File: src/rtl/sd_pkg.sv
package sd_pkg;
    typedef enum logic [1:0] {
        ST_IDLE   = 2'd0,
        ST_RUN    = 2'd1,
        ST_FINISH = 2'd2
    } sd_state_e;
endpackage

File: src/rtl/sd_id_alloc.sv
module sd_id_alloc #(
    parameter int N_UNITS = 4,
    parameter int ID_W    = 8,
    localparam int CNT_W  = $clog2(N_UNITS + 1)
) (
    input  logic                      active,
    input  logic [ID_W-1:0]           next_id,
    input  logic [ID_W-1:0]           hi_id,
    input  logic [N_UNITS-1:0]        req,
    output logic [N_UNITS-1:0]        grant,
    output logic [N_UNITS-1:0]        none,
    output logic [N_UNITS*ID_W-1:0]   ids,
    output logic [CNT_W-1:0]          grant_cnt
);
    logic [ID_W:0] remaining;
    logic [ID_W:0] pos;

    assign remaining = {1'b0, hi_id} - {1'b0, next_id};

    always_comb begin
        grant     = '0;
        none      = '0;
        ids       = '0;
        grant_cnt = '0;
        pos       = '0;
        for (int i = 0; i < N_UNITS; i++) begin
            if (req[i]) begin
                if (active && (pos < remaining)) begin
                    grant[i]              = 1'b1;
                    ids[i*ID_W +: ID_W]   = next_id + pos[ID_W-1:0];
                    grant_cnt             = grant_cnt + 1'b1;
                end else begin
                    none[i] = 1'b1;
                end
                pos = pos + 1'b1;
            end
        end
    end

    always_comb begin
        assert ((grant & none) == '0);
        assert ((grant | none) == req);
    end
endmodule

File: src/rtl/sd_thread_count.sv
module sd_thread_count #(
    parameter int N_UNITS = 4,
    parameter int ID_W    = 8,
    localparam int CNT_W  = $clog2(N_UNITS + 1)
) (
    input  logic               clk,
    input  logic               rst_n,
    input  logic               clear,
    input  logic [CNT_W-1:0]   add_cnt,
    input  logic [N_UNITS-1:0] join_vec,
    output logic [ID_W:0]      outstanding,
    output logic               zero
);
    logic [CNT_W-1:0] join_cnt;

    always_comb begin
        join_cnt = '0;
        for (int i = 0; i < N_UNITS; i++)
            join_cnt = join_cnt + CNT_W'(join_vec[i]);
    end

    always_ff @(posedge clk) begin
        if (!rst_n || clear)
            outstanding <= '0;
        else
            outstanding <= outstanding + (ID_W+1)'(add_cnt) - (ID_W+1)'(join_cnt);
    end

    assign zero = (outstanding == '0);

    AST_JOIN_BOUND: assert property (@(posedge clk) disable iff (!rst_n)
        !clear |-> ((ID_W+1)'(join_cnt) <= outstanding + (ID_W+1)'(add_cnt)));
endmodule

File: src/rtl/spawn_dispatcher.sv
module spawn_dispatcher #(
    parameter int N_UNITS = 4,
    parameter int ID_W    = 8
) (
    input  logic                      clk,
    input  logic                      rst_n,
    input  logic                      spawn_valid,
    input  logic [ID_W-1:0]           spawn_lo,
    input  logic [ID_W-1:0]           spawn_hi,
    output logic                      spawn_ready,
    input  logic [N_UNITS-1:0]        req,
    output logic [N_UNITS-1:0]        grant,
    output logic [N_UNITS-1:0]        grant_none,
    output logic [N_UNITS*ID_W-1:0]   grant_id,
    input  logic [N_UNITS-1:0]        join_i,
    output logic                      done_pulse
);
    import sd_pkg::*;
    localparam int CNT_W = $clog2(N_UNITS + 1);

    sd_state_e        state_q, state_d;
    logic [ID_W-1:0]  next_q, hi_q;
    logic [CNT_W-1:0] grant_cnt;
    logic [ID_W:0]    outstanding;
    logic             cnt_zero, accept, drained;

    assign accept  = (state_q == ST_IDLE) && spawn_valid;
    assign drained = (next_q == hi_q) && cnt_zero;

    sd_id_alloc #(.N_UNITS(N_UNITS), .ID_W(ID_W)) u_alloc (
        .active    (state_q == ST_RUN),
        .next_id   (next_q),
        .hi_id     (hi_q),
        .req       (req),
        .grant     (grant),
        .none      (grant_none),
        .ids       (grant_id),
        .grant_cnt (grant_cnt)
    );

    sd_thread_count #(.N_UNITS(N_UNITS), .ID_W(ID_W)) u_count (
        .clk         (clk),
        .rst_n       (rst_n),
        .clear       (accept),
        .add_cnt     (grant_cnt),
        .join_vec    (join_i),
        .outstanding (outstanding),
        .zero        (cnt_zero)
    );

    always_comb begin
        state_d = state_q;
        unique case (state_q)
            ST_IDLE:   if (accept)  state_d = ST_RUN;
            ST_RUN:    if (drained) state_d = ST_FINISH;
            ST_FINISH: state_d = ST_IDLE;
            default:   state_d = ST_IDLE;
        endcase
    end

    always_ff @(posedge clk) begin
        if (!rst_n) begin
            state_q <= ST_IDLE;
            next_q  <= '0;
            hi_q    <= '0;
        end else begin
            state_q <= state_d;
            if (accept) begin
                next_q <= spawn_lo;
                hi_q   <= spawn_hi;
            end else if (state_q == ST_RUN) begin
                next_q <= next_q + ID_W'(grant_cnt);
            end
        end
    end

    always_comb begin
        spawn_ready = (state_q == ST_IDLE);
        done_pulse  = (state_q == ST_FINISH);
    end

    AST_PULSE_SINGLE: assert property (@(posedge clk) disable iff (!rst_n)
        done_pulse |=> !done_pulse);
    AST_PULSE_DRAINED: assert property (@(posedge clk) disable iff (!rst_n)
        $rose(done_pulse) |-> $past(next_q == hi_q && outstanding == '0));
    AST_BUSY_REFUSE: assert property (@(posedge clk) disable iff (!rst_n)
        (spawn_valid && spawn_ready) |=> !spawn_ready);
    AST_EXHAUSTED_NONE: assert property (@(posedge clk) disable iff (!rst_n)
        (next_q == hi_q) |-> (grant == '0));
    AST_ID_ADVANCE: assert property (@(posedge clk) disable iff (!rst_n)
        (state_q == ST_RUN && state_d == ST_RUN) |=>
            (next_q == $past(next_q) + ID_W'($countones($past(grant)))));
endmodule

File: config.mk
export PLATFORM = sky130hd
export DESIGN_NAME = spawn_dispatcher
export DESIGN_NICKNAME = d
export VERILOG_FILES = /design/src/rtl/sd_pkg.sv /design/src/rtl/sd_id_alloc.sv /design/src/rtl/sd_thread_count.sv /design/src/rtl/spawn_dispatcher.sv
export SDC_FILE = /design/constraint.sdc
export NUM_CORES = 1
export LEC_CHECK = 0
export BUFFER_PORTS_ARGS = -buffer_cell sky130_fd_sc_hd__buf_2
export CORE_MARGIN = 3
export CORE_UTILIZATION = 58
export CTS_BUF_LIST = sky130_fd_sc_hd__clkbuf_4
export DETAILED_ROUTE_END_ITERATION = 8
export HOLD_SLACK_MARGIN = 0.08
export PLACE_DENSITY = 0.84
export SETUP_SLACK_MARGIN = 0.5
export SLEW_MARGIN = 15
export SYNTH_ARGS = -nofsm -noshare
export SYNTH_HDL_FRONTEND = slang
export SYNTH_HIERARCHICAL = 1
export SYNTH_SLANG_ARGS = --single-unit
File: constraint.sdc
create_clock -name clk -period 7.6 [get_ports clk]
set_input_delay 1.52 -clock clk [delete_from_list [all_inputs] [get_ports clk]]
set_output_delay 1.52 -clock clk [all_outputs]
set_load 0.01 [all_outputs]
---- Word level (Yosys, flattened, before mapping) ----
Cells that the tools add are included.
Widths: inputs -> output; s select.
word-level totals
  input port bits ......................... 27
  bits in registers ....................... 27
cells by class
  order comparisons ....................... 4
  equality and inequality tests ........... 5
  reduce and logical (&&, ||, !) cells .... 12
  multiplexer cells ....................... 40
  add/subtract/negate cells ............... 15
operator list
  operator             number
  $mux 8               10
  $mux 3               7
  $lt 9x9->1           2
  $mux 1               18
  $mux 9               2
  $add 8x8->8          2
  $add 3x1->3 const B  3
  $add 9x1->9 const B  1
  $add 9x3->9          1
  $logic_not 9->1      1
  $lt 1x9->1           1
  $lt 1x9->1 const A   1
  $sub 8x8->9          1
  $sub 9x3->9          1
  $add 8x1->8          1
  $add 8x3->8          1
  $eq 8x8->1           1
  $add 3x1->3          2
  $logic_and 1x1->1    6
  $mux 2               2
  $pmux 2 s2           1
  $add 1x1->2          1
  $add 1x1->2 const B  1
  $eq 2x1->1 const B   1
  other kinds (8)      8

---- Logic depth before layout (Yosys ltp) ----
  depth after elaboration ................. 17
  mapped depth ............................ 26
  mapped depth without buffers ............ 26

---- By module ----
The synthesis kept the hierarchy.
by module, submodules not included
  module            times used  area an instance (um2)  cells each  sequential area each (um2)
  sd_id_alloc       1           1453.9                  202         0.0
  spawn_dispatcher  1           950.9                   114         360.3
  sd_thread_count   1           890.9                   99          180.2

---- Worst setup path before layout ----
Ideal clock, no wire load.
  path type ............................... input to register
  from .................................... input port req[0]
  to ...................................... register u_count.outstanding[7]
  stages on the path ...................... 22
  setup time .............................. 72 ps
  slack ................................... 1764 ps
  arrival ................................. 5765 ps
  path buffers ............................ 0
  required time ........................... 7528 ps
  path through ............................ ha_1 -> ha_1 -> o21a_1 -> o21a_1 -> nand2_1 -> o31ai_4 -> inv_2 -> nand2_1 -> nand2_1 -> ha_1 -> nor2_1 -> a31oi_1 -> inv_1 -> ha_1 -> ha_1 -> fa_1 -> inv_1 -> ha_1 -> a211oi_2 -> nor2_1 -> a41oi_1 -> mux2i_1
between the ends
  word-level cells in the longest chain between the ends .. 13
ends and longest elaborated chain
  element               line                    source
  from (decl)           spawn_dispatcher.sv:11  input logic [N_UNITS-1:0] req,
  $mux 1                sd_id_alloc.sv:27       if (req[i]) begin
  $lt 1x9->1            sd_id_alloc.sv:28       if (active && (pos < remaining)) begin
  $logic_and 1x1->1     sd_id_alloc.sv:28
  $mux 3                sd_id_alloc.sv:28
  $mux 3                sd_id_alloc.sv:27
  $add 3x1->3           sd_id_alloc.sv:31       grant_cnt = grant_cnt + 1'b1;
  $mux 3                sd_id_alloc.sv:28
  $mux 3                sd_id_alloc.sv:27
  $add 3x1->3           sd_id_alloc.sv:31
  $mux 3                sd_id_alloc.sv:28
  $mux 3 *              sd_id_alloc.sv:27
  net grant_cnt[1]      spawn_dispatcher.sv:23  logic [CNT_W-1:0] grant_cnt;
  $add 9x3->9 *         sd_thread_count.sv:26   outstanding <= outstanding + (ID_W+1)'(add_cnt) - (ID_W+1)'(join_cnt);
  $sub 9x3->9 *         sd_thread_count.sv:26
  to (signal assigned)  sd_thread_count.sv:26
  to (decl)             sd_thread_count.sv:11   output logic [ID_W:0] outstanding,
The timed path passes the listed nets; every way through them passes the cells marked *.
A chain may end at the register's enable or synchronous reset.

---- Worst setup path in the final report ----
  from .................................... register next_q[2]
  to ...................................... register u_count.outstanding[8]
between the ends
  word-level cells in the longest chain between the ends .. 16
ends and longest elaborated chain
  element                 line                    source
  from (decl)             spawn_dispatcher.sv:22  logic [ID_W-1:0] next_q, hi_q;
  from (signal assigned)  spawn_dispatcher.sv:69  next_q <= spawn_lo;
  from (signal assigned)  spawn_dispatcher.sv:72  next_q <= next_q + ID_W'(grant_cnt);
  $sub 8x8->9 *           sd_id_alloc.sv:18       assign remaining = {1'b0, hi_id} - {1'b0, next_id};
  $lt 1x9->1              sd_id_alloc.sv:28
  $logic_and 1x1->1       sd_id_alloc.sv:28
  $mux 1                  sd_id_alloc.sv:28
  $mux 3                  sd_id_alloc.sv:27
  $add 3x1->3             sd_id_alloc.sv:31
  $mux 3                  sd_id_alloc.sv:28
  $mux 3                  sd_id_alloc.sv:27
  $add 3x1->3             sd_id_alloc.sv:31
  $mux 3                  sd_id_alloc.sv:28
  $mux 3                  sd_id_alloc.sv:27
  $add 3x1->3             sd_id_alloc.sv:31
  $mux 3                  sd_id_alloc.sv:28
  $mux 3 *                sd_id_alloc.sv:27
  net grant_cnt[1]        spawn_dispatcher.sv:23
  $add 9x3->9 *           sd_thread_count.sv:26
  $sub 9x3->9 *           sd_thread_count.sv:26
Marks and branches as above.

==> impl_results.md <==
- Outcome: complete, no violations
- Worst VDD drop: 165 uV
- # placed instances: 545
- CTS Sinks: 27
- Top cells by area, synth: dfxtp_1, ha_1, xnor2_1, fa_1, inv_1
- Final Hold Viols: 0
- FF+latch count, synth: 27
- Initial antenna violation count: 0
- Top post-synthesis cells by count: inv_1, nor2_1, ha_1
- CTS tree: built
- Clock skew: 0.0134 ns
- Routed wire length: 8440 microns
- Fin crit share: 0.821
- Post-CTS Setup Repair Bufs: 0
- Sequential share of the synthesized area: 0.164
- Post-layout util: 0.702
- Vias in the first global route: 2961
- Maximum clock frequency: 160 MHz
- Clock Latency Late Sink: 0.33 ns
- Async SR Flop Fraction: 0
- First-pass GRT wire length: 13900 microns
- Reg2Reg Capture Point: u_count/outstanding[8]
- Gpl congestion: 0.929
- CTS Buffer Depth: 2
- HP Start: hi_q[5]
- Post-synth top area share: 0.164
- Worst-margin pin slew: 0.743 ns
- Final net count: 558
- All-Layer GR Usage: 0.268
- Final setup TNS: 0 ns
- Port Buf Inserts: 68
- # rows: 26
- Worst Setup Start Kind: flop
- Post-synth EDFFs: 0
- Max_cap viols: 0
- Area grow syn2layout: 12.9%
- Reg clk slew, reported paths: 0.15 ns
- Fillers: 452
- Rel. slew slack: 0.503
- # resized after CTS: 0
- Routed WL per cell: 15.4 microns
- Min Tclk post-route: 6.24 ns
- Launching point of the worst reg2reg path: next_q[2]
- # IOs: 69
- Top FF cell, synth: dfxtp_1
- Worst hold path type: flop to flop
- Most numerous cell in the Yosys netlist: inv_1
- DP Worst Slack: 1.28 ns
- Register-to-Register Setup Slack: 1.36 ns
- Post-synth top area cell: dfxtp_1
- Initial core utilization: 0.622
- Std-Cell Core Area: 5300 sq um
- WP data arrival: 6.51 ns
- Drc violations: 0
- Distinct cells, synth: 62
- Critical Path RT: 7.87 ns
- Post-synth net total: 493
- Die height: 81.4 microns
- Setup CP Type: flop to flop
- Pwr dens: 231 nW/um^2
- Routed Antenna Nets: 0
- Hold endpoint: hi_q[5]
- Num CTS Buffers: 3
- CP endpoint kind: flop
- GRT overflow: 0
- Largest net degree at the start of global routing: 22
- Worst Reg-to-Reg Cells: 23
- H-Tree Depth: 1
- Die width: 81.4 microns
- Leak pwr: 1.71 nW
- Final setup violation count: 0
- Synth Area per Inst: 7.94 sq um
- Die area: 6620 sq um
- Via density: 5.60
- Initial DRC count: 116
- Overall via count from detail_route: 3073
- Cell count of the worst hold path: 2
- Yosys warning total: 6
- ANT cells: 0
- Pre-Repair DR Iteration Count: 4
- Dpl hpwl: 6920 microns
- CTS Hold Bufs: 0
- Syn Inst Count: 415
- Non-Filler Instances: 549
- Final WS setup: 1.36 ns
- Syn Std Cell Area: 3300 sq um
- Pins Over Slew Limit: 0
- Crit-path max FO: 13
- RSZ-0062 raised after global routing: false
- Clk root buf: clkbuf_4
- Fraction of layout cells with a size suffix above 1: 0.194
[cell usage in the layout, fill, tap and decap left out, types with 2 or more instances in the layout]
cell and count:
a211oi_1 2, a21boi_0 12, a21o_1 5, a21oi_1 20, and2_1 13, and2_2 2
and3_1 5, and3_4 2, buf_2 68, buf_4 2, clkbuf_4 4, dfxtp_1 27
fa_1 10, ha_1 41, inv_1 49, inv_2 2, mux2i_1 2, nand2_1 36
nand2b_1 3, nand3_1 16, nand4_1 3, nor2_1 44, nor2b_1 7, nor3_1 5
nor4_1 3, o211ai_1 5, o21a_1 3, o21ai_0 9, o21ai_1 7, xnor2_1 33
xor2_1 8
[layout make-up]
type / count / area (sq um) / area share
multi-input combinational: 327 / 2510 / 0.676
sequential: 27 / 541 / 0.145
timing repair buffer: 70 / 355 / 0.0955
inverter: 51 / 191 / 0.0515
tap: 70 / 87.6 / 0.0235
clock buffer: 4 / 30.0 / 0.00807
[metal layers]
layer	track usage	vias to the layer above	share of wire
li1	-	1530	-
met3	0.0255	12	0.065
met2	0.437	119	0.45
met5	0	-	0
met4	0.0676	0	0.014
met1	0.378	1412	0.47
[flip-flops by register name, indices dropped and copies added (netlist names)]
signal and cells:
u_count/outstanding 9, hi_q 8, next_q 8, state_q 2
[stage by stage]
stage / hold WS (ns) / power (mW) / area (sq um)
after floorplan: 0.468 / 0.658 / 3300
after global placement: 0.486 / 0.769 / 3690
after CTS: 0.514 / 0.854 / 3720
after detailed placement: 0.496 / 0.784 / 3690
final: 0.515 / 0.859 / 3720
after global routing: 0.556 / 0.942 / 3720
[power breakdown]
part           leakage [nW]  switching (mW)  total [mW]  internal, mW
Combinational          1.47           0.337       0.600         0.264
Sequential            0.223          0.0269       0.193         0.166
Clock                0.0184          0.0418      0.0659        0.0241
Total                  1.71           0.405       0.859         0.454
[worst max path at each step]
stage	to	from	cells past startpoint
after floorplan	u_count/outstanding[7]	req[0]	22
after global placement	u_count/outstanding[7]	req[0]	21
after detailed placement	u_count/outstanding[7]	req[0]	21
after CTS	u_count/outstanding[7]	next_q[2]	24
after global routing	u_count/outstanding[8]	next_q[2]	23
final	u_count/outstanding[8]	next_q[2]	23
[logic make-up after synthesis]
family	Yosys count	share of synthesized area
flip-flops	27	0.164
multiplexers	2	0.00607
AND/OR/NAND/NOR	146	0.218
AO/OA/AOI/OAI	85	0.199
adder cells (fa/ha/maj)	51	0.216
buffers and inverters	61	0.0729
XOR/XNOR	43	0.124
[critical path, stage by stage (launching register included)]
cell       delay (ns)
dfxtp_1          0.73
inv_1            0.20
ha_1             0.29
or2_4            0.25
o2111a_1         0.24
a311oi_2         0.40
and3_4           0.28
a31oi_4          0.11
a211oi_4         0.29
ha_1             0.28
nand2_1          0.08
nand2_1          0.06
ha_1             0.28
nor2_1           0.04
a31oi_1          0.24
inv_1            0.08
ha_1             0.28
ha_1             0.29
fa_1             0.53
fa_1             0.43
nor2b_1          0.24
o21ai_1          0.15
a2bb2oi_1        0.21
mux2i_1          0.20
(Power assumes the default switching activity.)
